==> src/rtl/sdo_port_pkg.sv <==
package sdo_port_pkg;
  localparam int unsigned SIG_SCLK = 0;
  localparam int unsigned SIG_CNV  = 1;
  localparam int unsigned SIG_NUM  = 2;
endpackage

==> src/rtl/sdo_sync.sv <==
module sdo_sync #(
  parameter int unsigned NUM    = 2,
  parameter int unsigned STAGES = 2
) (
  input  logic           clk_i,
  input  logic           rst_ni,
  input  logic [NUM-1:0] async_i,
  output logic [NUM-1:0] lvl_o,
  output logic [NUM-1:0] prev_o
);
  for (genvar g = 0; g < NUM; g++) begin : g_ch
    // STAGES flops for metastability, one more for the previous level
    logic [STAGES:0] chain_q;
    always_ff @(posedge clk_i or negedge rst_ni) begin
      if (!rst_ni) chain_q <= '0;
      else         chain_q <= {chain_q[STAGES-1:0], async_i[g]};
    end
    assign lvl_o[g]  = chain_q[STAGES-1];
    assign prev_o[g] = chain_q[STAGES];
  end
endmodule

==> src/rtl/sdo_frame_reg.sv <==
module sdo_frame_reg #(
  parameter int unsigned RES_W      = 12,
  parameter int unsigned LEAD_ZEROS = 4
) (
  input  logic                        clk_i,
  input  logic                        rst_ni,
  input  logic                        load_i,
  input  logic [RES_W-1:0]            result_i,
  output logic [RES_W+LEAD_ZEROS-1:0] frame_o
);
  localparam int unsigned FRAME_W = RES_W + LEAD_ZEROS;

  logic [RES_W-1:0] res_q;

  always_ff @(posedge clk_i or negedge rst_ni) begin
    if (!rst_ni)     res_q <= '0;
    else if (load_i) res_q <= result_i;
  end

  assign frame_o = FRAME_W'(res_q);
endmodule

==> src/rtl/sdo_shift_ctrl.sv <==
module sdo_shift_ctrl #(
  parameter int unsigned FRAME_W     = 16,
  parameter int unsigned HOLD_CYCLES = 4,
  localparam int unsigned IDX_W      = $clog2(FRAME_W),
  localparam int unsigned CNT_W      = IDX_W + 1
) (
  input  logic               clk_i,
  input  logic               rst_ni,
  input  logic [FRAME_W-1:0] frame_i,
  input  logic               sclk_rise_i,
  input  logic               sclk_fall_i,
  input  logic               frame_rst_i,
  output logic               sdo_o,
  output logic               oe_o,
  output logic [CNT_W-1:0]   cnt_o
);
  localparam int unsigned HOLD_W = $clog2(HOLD_CYCLES + 1);

  logic [CNT_W-1:0]  cnt_q, cnt_nxt;
  logic [HOLD_W-1:0] hold_q;
  logic              oe_q, sdo_q, release_evt;

  assign cnt_nxt     = cnt_q + 1'b1;
  assign release_evt = (cnt_nxt == CNT_W'(FRAME_W));

  // FRAME_W is a power of two: bit FRAME_W-1-idx equals bit ~idx
  always_ff @(posedge clk_i or negedge rst_ni) begin
    if (!rst_ni) begin
      cnt_q  <= '0;
      hold_q <= '0;
      oe_q   <= 1'b0;
      sdo_q  <= 1'b0;
    end else if (frame_rst_i) begin
      cnt_q  <= '0;
      hold_q <= '0;
      oe_q   <= 1'b0;
      sdo_q  <= 1'b0;
    end else if (sclk_fall_i) begin
      cnt_q <= cnt_nxt;
      if (release_evt) hold_q <= HOLD_W'(HOLD_CYCLES);
      else             sdo_q  <= frame_i[~cnt_nxt[IDX_W-1:0]];
    end else if (sclk_rise_i) begin
      hold_q <= '0;
      if (!oe_q) begin
        oe_q  <= 1'b1;
        sdo_q <= frame_i[~cnt_q[IDX_W-1:0]];
      end
    end else if (hold_q == HOLD_W'(1)) begin
      hold_q <= '0;
      oe_q   <= 1'b0;
    end else if (hold_q != '0) begin
      hold_q <= hold_q - 1'b1;
    end
  end

  assign sdo_o = oe_q & sdo_q;
  assign oe_o  = oe_q;
  assign cnt_o = cnt_q;
endmodule

==> src/rtl/sdo_port.sv <==
module sdo_port #(
  parameter int unsigned RES_W       = 12,
  parameter int unsigned LEAD_ZEROS  = 4,
  parameter int unsigned HOLD_CYCLES = 4,
  parameter int unsigned SYNC_STAGES = 2
) (
  input  logic             clk_i,
  input  logic             rst_ni,
  input  logic             sclk_i,
  input  logic             cnv_i,
  input  logic             load_i,
  input  logic [RES_W-1:0] result_i,
  output logic             sdo_o,
  output logic             sdo_oe_o
);
  import sdo_port_pkg::*;

  localparam int unsigned FRAME_W = RES_W + LEAD_ZEROS;
  localparam int unsigned CNT_W   = $clog2(FRAME_W) + 1;

  logic [SIG_NUM-1:0] lvl, prev;
  logic [FRAME_W-1:0] frame;
  logic [CNT_W-1:0]   bit_cnt;
  logic               sclk_lvl, sclk_rise, sclk_fall, cnv_fall, frame_rst;

  sdo_sync #(.NUM(SIG_NUM), .STAGES(SYNC_STAGES)) u_sync (
    .clk_i   (clk_i),
    .rst_ni  (rst_ni),
    .async_i ({cnv_i, sclk_i}),
    .lvl_o   (lvl),
    .prev_o  (prev)
  );

  assign sclk_lvl  = lvl[SIG_SCLK];
  assign sclk_rise = lvl[SIG_SCLK] & ~prev[SIG_SCLK];
  assign sclk_fall = ~lvl[SIG_SCLK] & prev[SIG_SCLK];
  assign cnv_fall  = ~lvl[SIG_CNV] & prev[SIG_CNV];
  // reset qualified by serial clock low
  assign frame_rst = cnv_fall & ~sclk_lvl;

  sdo_frame_reg #(.RES_W(RES_W), .LEAD_ZEROS(LEAD_ZEROS)) u_frame (
    .clk_i    (clk_i),
    .rst_ni   (rst_ni),
    .load_i   (load_i),
    .result_i (result_i),
    .frame_o  (frame)
  );

  sdo_shift_ctrl #(.FRAME_W(FRAME_W), .HOLD_CYCLES(HOLD_CYCLES)) u_shift (
    .clk_i       (clk_i),
    .rst_ni      (rst_ni),
    .frame_i     (frame),
    .sclk_rise_i (sclk_rise),
    .sclk_fall_i (sclk_fall),
    .frame_rst_i (frame_rst),
    .sdo_o       (sdo_o),
    .oe_o        (sdo_oe_o),
    .cnt_o       (bit_cnt)
  );
endmodule

==> config.mk <==
export PLATFORM = sky130hd
export DESIGN_NAME = sdo_port
export DESIGN_NICKNAME = d
export VERILOG_FILES = /design/src/rtl/sdo_port_pkg.sv /design/src/rtl/sdo_sync.sv /design/src/rtl/sdo_frame_reg.sv /design/src/rtl/sdo_shift_ctrl.sv /design/src/rtl/sdo_port.sv
export SDC_FILE = /design/constraint.sdc
export NUM_CORES = 1
export LEC_CHECK = 0
export CAP_MARGIN = 20
export CORE_ASPECT_RATIO = 1.25
export CORE_MARGIN = 1.5
export CORE_UTILIZATION = 45
export CTS_BUF_LIST = sky130_fd_sc_hd__clkbuf_2
export CTS_CLUSTER_SIZE = 28
export DETAILED_ROUTE_END_ITERATION = 7
export PLACE_DENSITY_LB_ADDON = 0.05
export SLEW_MARGIN = 20
export SYNTH_ARGS = -nofsm -noshare
export SYNTH_HDL_FRONTEND = slang
export SYNTH_SLANG_ARGS = --single-unit
==> constraint.sdc <==
create_clock -name clk_i -period 4.9 [get_ports clk_i]
set_input_delay 1.47 -clock clk_i [delete_from_list [all_inputs] [get_ports clk_i]]
set_output_delay 1.47 -clock clk_i [all_outputs]
set_load 0.01 [all_outputs]
Word-level counts from Yosys, hierarchy flattened
Cells that the tools add are included.
Word-level totals
  register bits after elaboration: 28
  input port bits: 17
  output and inout bits: 2
  logic and storage cells: 56
Cells by class
  add/subtract/negate cells: 2
  magnitude comparators: 2
  equal/unequal tests: 6
  multiplexer cells: 21
  bitwise operators: 10
  reduce and logical (&&, ||, !) cells: 8
Operators with widths (count)
  2-to-1 mux 3 bit: 6
  2-to-1 mux 1 bit: 11
  < comparator 4 x 5 -> 1 bit (second input constant): 2
  2-to-1 mux 5 bit: 2
  nonzero test 3 bit: 3
  binary-select mux 1 bit (select 4 bit): 2
  NOT 4 bit: 2
  != test 3 bit (second input constant): 2
  adder 5 x 1 -> 5 bit (second input constant): 1
  AND 1 bit: 5
  equality test 5 bit (second input constant): 1
  nonzero test 5 bit: 1
  AND reduction 2 bit: 2
  equality test 3 x 1 -> 1 bit (second input constant): 1
  != test 3 x 1 -> 1 bit (second input constant): 1
  NOT 1 bit: 3
  AND reduction 3 bit: 1
  subtractor 3 x 1 -> 3 bit (second input constant): 1
  != test 2 x 1 -> 1 bit (second input constant): 1
  nonzero test 2 bit: 1

Longest topological paths before layout
Gate-level depths: netlist of the first run.
  word-level depth: 7
  gate-level depth with buffers: 7
  depth with buffers taken out: 7

Cells and area by module
Synthesis of the first run repeated with hierarchy kept, for this count alone.
Second synthesis, totals
  cell total of the unflattened synthesis: 131
  area, all modules: 1721.7 um^2
Modules (own cells, without submodules)
  sdo_shift_ctrl: instances 1, cells an instance 88, area an instance 996.0 um^2, seq. area each 250.2 um^2
  sdo_frame_reg: instances 1, cells an instance 30, area an instance 518.0 um^2, seq. area each 300.3 um^2
  sdo_sync: instances 1, cells an instance 10, area an instance 180.2 um^2, seq. area each 150.1 um^2
  sdo_port: instances 1, cells an instance 3, area an instance 27.5 um^2, seq. area each 0.0 um^2

Least setup slack after synthesis of the first run
OpenSTA, ideal clock, no wires.
  path kind: in2reg
  start: input load_i
  end: register u_frame.res_q[0]
  setup time: 0.125 ns
  arrival: 2.152 ns
  data required time: 4.775 ns
  path slack: 2.623 ns
  cell stages on the path: 2
  buffers on the path: 1
  cells stage by stage: buf_1 mux2_2
RTL lines
  start: declaration: RTL line sdo_port.sv:11  | input logic load_i,
  end signal: assignment: RTL line sdo_frame_reg.sv:17  | else if (load_i) res_q <= result_i;
  end: declaration: RTL line sdo_frame_reg.sv:13  | logic [RES_W-1:0] res_q;
No word-level cell between the ends.

Worst setup path after layout of the first run
  start: register u_shift.oe_q, in the netlist u_shift.oe_o
  end: output sdo_o
Between the ends
  word-level cells in the longest chain between the ends: 1
RTL lines
  start: declaration: RTL line sdo_shift_ctrl.sv:21  | logic oe_q, sdo_q, release_evt;
  start signal: assignment: RTL line sdo_shift_ctrl.sv:31  | oe_q <= 1'b0;
  start signal: assignment: RTL line sdo_shift_ctrl.sv:36  | oe_q <= 1'b0;
  start signal: assignment: RTL line sdo_shift_ctrl.sv:45  | oe_q <= 1'b1;
  AND 1 bit: RTL line sdo_shift_ctrl.sv:56  | assign sdo_o = oe_q & sdo_q;
  end: declaration: RTL line sdo_port.sv:13  | output logic sdo_o,
No other way between the ends.

==> flow_summary_export.csv, run 1 <==
group,metric,value,unit
layout,antenna_cells,0,
global_routing,met1_usage,20.34,%
floorplanning,start_util,46.88,%
worst_setup_path,cp.required,3430,ps
synthesis,synthAdderAreaFrac,5.059,%
global_routing,grt_util_met3,2.655,%
drt,drc,0,
timing,clock_skew,3.332,ps
cts,cts_made_buffers,3,
pwr,comb_power_share,35.1,%
floorplanning,die-area,0.003653,mm2
worst_setup_path,worstPathMaxFanout,4,
synthesis,ys_async_sr_fraction,100.0,%
layout,area_growth,16.86,%
synthesis,synth_edf_count,0,
placement,place_area,0.001689,mm2
synthesis,synth.area.top_cells,"dfrtp_1, mux2_2, mux4_1, ha_1, mux4_2",
synthesis,synth-compound-area-share,8.347,%
synthesis,ys_top_cells_by_count,"dfrtp_1, mux2_2, nor2_1",
synthesis,yosysMostFrequentCell,"dfrtp_1",
synthesis,synth_mux_area_share,20.15,%
cts,cts_tree,"yes",
pwr,leakagePower,0.7329,nW
timing,setup_violations,0,
pwr,peakVddDrop,0.0002125,V
floorplanning,rows,23,
layout,final_core_util,54.78,%
timing,hold_ws,388.3,ps
synthesis,synth_area,0.001484,mm2
synthesis,synthDistinctLibCells,37,
drt,wl,2683,um
layout,finalNetCount,166,
global_routing,grt_max_degree,29,
synthesis,ys_seq_elements,28,
timing,period_needed,2959,ps
drt,wire_per_inst,14.99,um
drt,vias,1040,
placement,dp_hpwl,1865,um
synthesis,synth-main-ff-cell,"dfrtp_1",
global_routing,grt_pass1_wl,4588,um
cts,cts_hold_buf,0,
cts,clk_latency,370,ps
cts,clock-sinks,28,
worst_setup_path,crit_arrival,1490,ps
timing,tightest_slew,515.2,ps
drt,dr.pass1.iters,4,
pwr,internal_power,492.4,uW
cts,clk_pin_slew,270,ps
synthesis,synth_simple_gate_area_share,11.72,%
timing,slew_violations,0,
pwr,switching_share,32.94,%
drt,antenna_left,0,
worst_setup_path,worst_setup_path_end_kind,"output port",
timing,hold_violations,0,
global_routing,antenna_found_initial,0,
floorplanning,core_area,0.003166,mm2
synthesis,syn_nets,147,
timing,maxSlewHeadroom,65.55,%
run_status,status,"complete, no violations",
synthesis,syn_area_per_cell,11.97,um2
cts,ctsLongestPathBuffers,2,
global_routing,overflow,0,
synthesis,synth_top_family_by_area,"multiplexers",
global_routing,use_met2,29.37,%
drt,via_per_inst,5.810,
synthesis,yosys.area.top_type,"dfrtp_1",
placement,gp_congestion,0.7152,
synthesis,synth-xor-area-share,3.541,%
min_path,hp-class,"flip-flop to flip-flop",
timing,rsz0062_at_grt,"no",
global_routing,grt-busiest-layer,"met2",
synthesis,syn_inst,124,
timing,timing.final.crit_share,60.38,%
pwr,power.switching,241.9,uW
synthesis,ys_seq_area_share,47.22,%
placement,port_buffers,18,
synthesis,yosys_warnings,0,
drt,drt_iter0_drc,18,
worst_setup_path,startpoint_type,"flip-flop",
layout,drive_above_1_share,14.08,%
layout,nFillCells,292,
cts,root_buffer,"clkbuf_2",
floorplanning,die_h,67.21,um
floorplanning,io-pin-count,19,
worst_setup_path,crit_type,"flip-flop to output port",
global_routing,grt_use_total,17.18,%
cts,cts_resized,0,
timing,setup-tns-final,0,ps
pwr,power_density,423.4,mW/mm2
floorplanning,die_x,54.36,um
job,drv_cap,0,
cts,htree_levels,1,
synthesis,synth_top_area_share,47.22,%
pwr,p_clk_share,19.3,%
global_routing,grt_pass1_vias,1048,
layout,final_area,0.001734,mm2
cts,post-cts-setup-buffers,0,
pwr,power_frac_seq,45.7,%
timing,fmax,338.0,MHz
==> stage by stage <==
step           power (mW)  setup WS [ps]  cells
2_1_floorplan      0.5379           2623    124
3_3_place_gp       0.5901           2133    175
3_5_place_dp       0.5966           2098    175
4_1_cts            0.7412           1909    179
5_1_grt            0.7886           1824    179
6_report           0.7343           1941    179
==> placed cells by master (no fill, tap or decap), types with 2 or more instances in the layout <==
| cell type | instances |
|---|---|
| xnor2_1 | 2 |
| nand3_1 | 4 |
| a21oi_1 | 4 |
| inv_1 | 6 |
| clkbuf_2 | 3 |
| mux4_1 | 3 |
| nand3b_1 | 3 |
| nor2_1 | 8 |
| mux4_2 | 2 |
| nand2_1 | 4 |
| o21ai_0 | 3 |
| nand2b_1 | 2 |
| a31oi_1 | 2 |
| mux2_2 | 12 |
| and2_1 | 2 |
| dfrtp_1 | 28 |
| clkdlybuf4s50_1 | 18 |
| buf_4 | 2 |
| ha_1 | 6 |
| nand4_1 | 4 |
| mux2i_1 | 4 |
| xor2_1 | 4 |
| o22ai_1 | 2 |
| nor3b_1 | 2 |
==> registers in the layout, summed over array words and instances, names as in the netlist <==
| name | count |
|---|---|
| u_shift.sdo_q | 1 |
| u_shift.cnt_o | 5 |
| u_sync.g_ch.chain_q | 6 |
| u_shift.hold_q | 3 |
| u_frame.res_q | 12 |
| u_shift.oe_o | 1 |
==> power by group through the flow <==
stage / Combinational, mW / Sequential, mW / Clock [mW]
after floorplan: 0.233 / 0.305 / 0
after global placement: 0.253 / 0.337 / 0
after detailed placement: 0.255 / 0.341 / 0
after CTS: 0.259 / 0.336 / 0.146
after global routing: 0.290 / 0.344 / 0.155
final: 0.257 / 0.335 / 0.141
==> worst max-delay path: stages, from the launching register on <==
cell             delay [ps]
dfrtp_1                 460
and2_1                  140
clkdlybuf4s50_1         530
==> final timing paths <==
kind,slack (ps),endpoint,cells past startpoint,start
setup reg to reg,2660,u_shift.sdo_q$_DFFE_PN0P_,5,u_shift.cnt_o[0]$_DFFE_PN0P_
hold / removal,390,u_sync.g_ch[1].chain_q[1]$_DFF_PN0_,0,u_sync.g_ch[1].chain_q[0]$_DFF_PN0_
hold reg to reg,390,u_sync.g_ch[1].chain_q[1]$_DFF_PN0_,0,u_sync.g_ch[1].chain_q[0]$_DFF_PN0_
min in group asynchronous,1420,u_shift.oe_o$_DFFE_PN0P_,2,rst_ni
setup / recovery,1940,sdo_o,2,u_shift.oe_o$_DFFE_PN0P_
max in group asynchronous,3220,u_shift.cnt_o[1]$_DFFE_PN0P_,2,rst_ni
==> cells by family after synthesis <==
logic type,Yosys count
multiplexers,21
AO/OA/AOI/OAI,19
flip-flops,28
XOR/XNOR,6
buffers and inverters,12
AND/OR/NAND/NOR,32
adder cells (fa/ha/maj),6
==> final cells by class <==
type	instances	area (um2)	share of cell area (%)
Clock buffer	3	15.01	0.8658
Tap cell	37	46.29	2.670
Clock inverter	1	30.03	1.732
Sequential cell	28	700.7	40.40
Timing Repair Buffer	20	195.2	11.26
Inverter	6	22.52	1.299
Multi-Input combinational cell	84	724.4	41.77
==> layer usage <==
layer / routed length (um) / vias to the layer above
met5: 0 / -
met4: 53 / 0
met3: 110 / 7
met2: 1361 / 28
met1: 1157 / 515
li1: - / 490
(Power assumes the default switching activity.)
==> run 2: changes to the inputs <==
Clock period 4.9 ns to 3.1 ns, I/O delays scaled along.
==> run 2 against run 1 <==
First-iteration DRC count increased by 89%. Via count decreased by 1.5%. Register-to-register slack got worse by 1800 ps. Critical path type unchanged.
==> flow_summary_export.csv, run 2 (synthesized netlist as in run 1, its figures left out) <==
group,metric,value,unit
cts,cts_resized,0,
cts,cts_made_buffers,3,
global_routing,grt_pass1_vias,1046,
cts,clk_pin_slew,280,ps
layout,area_growth,16.86,%
global_routing,antenna_found_initial,0,
drt,wire_per_inst,14.75,um
pwr,peakVddDrop,0.0003303,V
worst_setup_path,cp.required,2170,ps
timing,fmax,422.6,MHz
placement,dp_hpwl,1935,um
placement,gp_congestion,0.7594,
drt,via_per_inst,5.721,
timing,hold_violations,0,
timing,timing.final.crit_share,76.32,%
floorplanning,die-area,0.003653,mm2
floorplanning,die_x,54.36,um
global_routing,grt_max_degree,29,
layout,layout.cells.non_filler,179,
global_routing,overflow,0,
floorplanning,start_util,46.88,%
cts,htree_levels,1,
layout,largest-register,"u_frame.res_q",
worst_setup_path,reg2reg_to,"u_shift.sdo_q$_DFFE_PN0P_",
worst_setup_path,r2r_cells,5,
drt,antenna_left,0,
layout,finalNetCount,166,
drt,wl,2641,um
worst_setup_path,r2r_slack,880,ps
drt,drt_iter0_drc,34,
cts,post-cts-setup-buffers,0,
timing,tightest_slew,514.2,ps
worst_setup_path,critPathLaunch,"u_shift.oe_o$_DFFE_PN0P_",
global_routing,grt_pass1_wl,4574,um
worst_setup_path,critPathCapture,"sdo_o",
worst_setup_path,crit_arrival,1440,ps
worst_setup_path,worstPathMaxFanout,4,
layout,antenna_cells,0,
timing,period_needed,2366,ps
placement,placed_cells,175,
timing,maxSlewHeadroom,65.61,%
job,drv_cap,0,
drt,vias,1024,
cts,clk_latency,360,ps
cts,cts_hold_buf,0,
worst_setup_path,reg2reg_from,"u_shift.cnt_o[0]$_DFFE_PN0P_",
floorplanning,die_h,67.21,um
min_path,hp-class,"flip-flop to flip-flop",
timing,rsz0062_at_grt,"no",
layout,layout_common_cells,"dfrtp_1, clkdlybuf4s50_1, mux2_2",
cts,cts_tree,"yes",
cts,ctsLongestPathBuffers,2,
placement,port_buffers,18,
pwr,leakagePower,0.7329,nW
pwr,power_density,665.1,mW/mm2
placement,dp_worst_setup_slack,845.8,ps
timing,slew_violations,0,
timing,setup-tns-final,0,ps
global_routing,grt_use_total,17.14,%
worst_setup_path,startpoint_type,"flip-flop",
layout,largest_register_ffs,12,
worst_setup_path,worst_setup_path_end_kind,"output port",
cts,clock-sinks,28,
timing,fin_ws,733.9,ps
floorplanning,rows,23,
layout,final_core_util,54.78,%
cts,root_buffer,"clkbuf_2",
timing,setup_violations,0,
floorplanning,core_area,0.003166,mm2
worst_setup_path,crit_type,"flip-flop to output port",
run_status,status,"complete, no violations",
timing,clock_skew,15.38,ps
floorplanning,io-pin-count,19,
drt,drc,0,
drt,dr.pass1.iters,4,
layout,drive_above_1_share,14.08,%
layout,layout_commonest_cell,"dfrtp_1",
-- run 2: cell counts in the layout (fill, tap and decap cells not counted) --
No cell type changed its count.
-- run 2: worst min-delay path by stage --
| stage | startpoint | to | slack, ps | depth (start not counted) |
|---|---|---|---|---|
| final | u_sync.g_ch[1].chain_q[0]$_DFF_PN0_ | u_sync.g_ch[1].chain_q[1]$_DFF_PN0_ | 390 | 0 |
| after global routing | u_sync.g_ch[1].chain_q[0]$_DFF_PN0_ | u_sync.g_ch[1].chain_q[1]$_DFF_PN0_ | 400 | 0 |
| after floorplan | u_sync.g_ch[0].chain_q[0]$_DFF_PN0_ | u_sync.g_ch[0].chain_q[1]$_DFF_PN0_ | 330 | 0 |
| after detailed placement | u_sync.g_ch[1].chain_q[0]$_DFF_PN0_ | u_sync.g_ch[1].chain_q[1]$_DFF_PN0_ | 340 | 0 |
| after global placement | u_sync.g_ch[1].chain_q[0]$_DFF_PN0_ | u_sync.g_ch[1].chain_q[1]$_DFF_PN0_ | 330 | 0 |
| after CTS | u_sync.g_ch[1].chain_q[0]$_DFF_PN0_ | u_sync.g_ch[1].chain_q[1]$_DFF_PN0_ | 390 | 0 |
-- run 2: area by class of cell --
class / count / area (um2)
repair buffers: 20 / 195.2
clock buffers: 3 / 15.01
inverters: 6 / 22.52
clock inverters: 1 / 30.03
fillers: 305 / 1431
well taps: 37 / 46.29
flip-flops and latches: 28 / 700.7
multi-input cells: 84 / 724.4
-- run 2: metrics by stage --
step	instance area (um2)	hold slack (ps)	total power, mW
floorplan	1484	331.2	0.8503
global placement	1689	333.7	0.9318
detailed placement	1689	337.8	0.9422
CTS	1734	394.0	1.167
global route	1734	403.9	1.249
finish	1734	390.6	1.153
-- run 2: where the power goes --
group / total, mW / switching [mW] / internal [mW]
sequential: 0.529 / 0.0971 / 0.432
clock: 0.219 / 0.108 / 0.111
combinational: 0.405 / 0.171 / 0.235
-- run 2: layer usage --
metal	up-vias	wire length [um]	track usage, %
met4	0	40	5.938
met3	4	88	2.876
li1	491	-	-
met5	-	0	0
met2	26	1379	29.97
met1	503	1132	20.81
-- run 2: critical path: stages, from the launching register on --
cell and delay [ps]:
dfrtp_1 440, and2_1 130, clkdlybuf4s50_1 520
==> run 3: changes to the inputs <==
Clock period 3.1 ns to 2 ns, I/O delays scaled along.
==> run 3 against run 2 <==
Sequential power is 48% higher. Worst setup slack worse by 600 ps. Clock skew is 10 ps lower. Combinational power is 81% higher. Count of clock-buffer cells in the layout stayed put. Non-clock buffer count is 4 higher. Register-to-register slack worse by 740 ps. Critical path depth is 3 higher. Final cell count is 2.2% higher. Clock power is 7% lower. Sequential share of layout area is 0.40 points lower. Critical endpoint is now u_shift.sdo_q$_DFFE_PN0P_.
==> flow_summary_export.csv, run 3 (synthesized netlist as in run 1, its figures left out) <==
group,metric,value,unit
run_status,status,"complete, no violations",
pwr,power_density,980.6,mW/mm2
global_routing,overflow,0,
timing,hold_violations,0,
placement,dp_hpwl,1963,um
floorplanning,die-area,0.003653,mm2
drt,wl,2597,um
job,drv_cap,0,
layout,antenna_cells,0,
global_routing,grt_pass1_wl,4560,um
floorplanning,start_util,46.88,%
layout,layout_common_cells,"dfrtp_1, clkdlybuf4s50_1, mux2_2",
cts,cts_tree,"yes",
layout,final_core_util,55.34,%
worst_setup_path,startpoint_type,"flip-flop",
placement,port_buffers,18,
timing,tightest_slew,511.0,ps
timing,timing.final.crit_share,93.08,%
cts,cts_hold_buf,0,
timing,slew_violations,0,
global_routing,antenna_found_initial,0,
cts,clock-sinks,28,
floorplanning,die_h,67.21,um
cts,clk_latency,350,ps
drt,dr.pass1.iters,4,
layout,finalNetCount,170,
worst_setup_path,worstPathMaxFanout,5,
floorplanning,die_x,54.36,um
cts,clk_pin_slew,250,ps
worst_setup_path,slowest_delay,480,ps
placement,gp_congestion,0.8439,
cts,htree_levels,1,
pwr,power,1.718,mW
worst_setup_path,crit_chain,"ha_4 > mux4_2 > o21ai_0 > o22ai_1 > o31a_1",
min_path,hp-class,"flip-flop to flip-flop",
timing,rsz0062_at_grt,"no",
layout,area_growth,18.04,%
cts,cts_made_buffers,3,
worst_setup_path,worst_setup_path_end_kind,"flip-flop",
drt,wire_per_inst,14.19,um
worst_setup_path,cpMaxStageDelayCell,"mux4_2",
layout,largest-register,"u_frame.res_q",
layout,layout_commonest_cell,"dfrtp_1",
drt,drt_iter0_drc,50,
floorplanning,io-pin-count,19,
global_routing,grt_pass1_vias,1058,
worst_setup_path,crit_arrival,2140,ps
drt,drc,0,
pwr,peakVddDrop,0.0004939,V
cts,root_buffer,"clkbuf_2",
layout,drive_above_1_share,16.44,%
drt,antenna_left,0,
layout,final-seq-area,700.7,um2
timing,fmax,537.2,MHz
worst_setup_path,r2r_cells,5,
timing,clock_skew,4.977,ps
timing,maxSlewHeadroom,65.86,%
worst_setup_path,cp.required,2280,ps
drt,vias,1034,
layout,nFillCells,300,
worst_setup_path,crit_type,"flip-flop to flip-flop",
floorplanning,rows,23,
global_routing,grt_use_total,16.92,%
layout,largest_register_ffs,12,
pwr,leakagePower,0.7596,nW
timing,setup_violations,0,
min_path,hold_path_depth,0,
global_routing,grt_max_degree,29,
layout,multi_input_area,737.0,um2
timing,period_needed,1862,ps
timing,setup-tns-final,0,ps
cts,post-cts-setup-buffers,0,
drt,via_per_inst,5.650,
floorplanning,core_area,0.003166,mm2
cts,ctsLongestPathBuffers,2,
-- run 3: changes by cell type in the layout (fill, tap and decap cells not counted), sizes merged --
cell / delta
bufinv: -1
clkinv: +1
buf: +4
clkdlybuf4s50: -2
dlygate4sd2: +1
dlymetal6s2s: +1
-- run 3: critical path: cells and delay by family (launching register included) --
kind                     cells  cell delay (ps)
AO/OA/AOI/OAI                3              540
multiplexers                 1              480
flip-flops                   1              470
adder cells (fa/ha/maj)      1              310
-- run 3: repair_timing --
item / 4_1_cts / 5_1_grt
setup endpoints to repair: 1 / 2
resized for setup: 1 / 3
hold endpoints to repair: 0 / 0
-- run 3: power by group --
| group | internal, mW | leakage, nW | switching, mW | total, mW |
|---|---|---|---|---|
| registers | 0.669 | 0.340 | 0.112 | 0.782 |
| clock network | 0.0434 | 0.0140 | 0.160 | 0.204 |
| logic | 0.413 | 0.406 | 0.319 | 0.732 |
-- run 3: routing by layer --
metal | wire [um] | global-route usage [%] | vias to the layer above
li1 | - | - | 497
met1 | 1112 | 19.83 | 508
met2 | 1337 | 29.37 | 22
met3 | 89 | 3.319 | 7
met4 | 59 | 7.187 | 0
met5 | 0 | 0 | -
-- run 3: area by class of cell --
cell class	instances	area share, %
Timing Repair Buffer	24	12.93
Sequential cell	28	40.00
Clock buffer	3	0.8571
Inverter	6	1.286
Tap cell	37	2.643
Multi-Input combinational cell	84	42.07
Clock inverter	1	0.2143
-- run 3: final timing paths --
| kind | end | startpoint | slack (ps) |
|---|---|---|---|
| max | u_shift.sdo_q$_DFFE_PN0P_ | u_shift.cnt_o[1]$_DFFE_PN0P_ | 140 |
| min | u_sync.g_ch[0].chain_q[1]$_DFF_PN0_ | u_sync.g_ch[0].chain_q[0]$_DFF_PN0_ | 380 |
| max reg2reg | u_shift.sdo_q$_DFFE_PN0P_ | u_shift.cnt_o[1]$_DFFE_PN0P_ | 140 |
| min reg2reg | u_sync.g_ch[0].chain_q[1]$_DFF_PN0_ | u_sync.g_ch[0].chain_q[0]$_DFF_PN0_ | 380 |
| max in group asynchronous | u_frame.res_q[11]$_DFFE_PN0P_ | rst_ni | 1170 |
| min in group asynchronous | u_shift.cnt_o[3]$_DFFE_PN0P_ | rst_ni | 560 |
-- run 3: per-stage QoR --
step | instance area (um2) | worst slack, ps | hold slack (ps) | std cells
2_1_floorplan | 1484 | 77.42 | 304.4 | 124
3_3_place_gp | 1719 | 87.67 | 333.0 | 179
3_5_place_dp | 1719 | 56.73 | 334.7 | 179
4_1_cts | 1737 | 24.72 | 387.3 | 183
5_1_grt | 1752 | 23.30 | 402.2 | 183
6_report | 1752 | 138.4 | 383.5 | 183
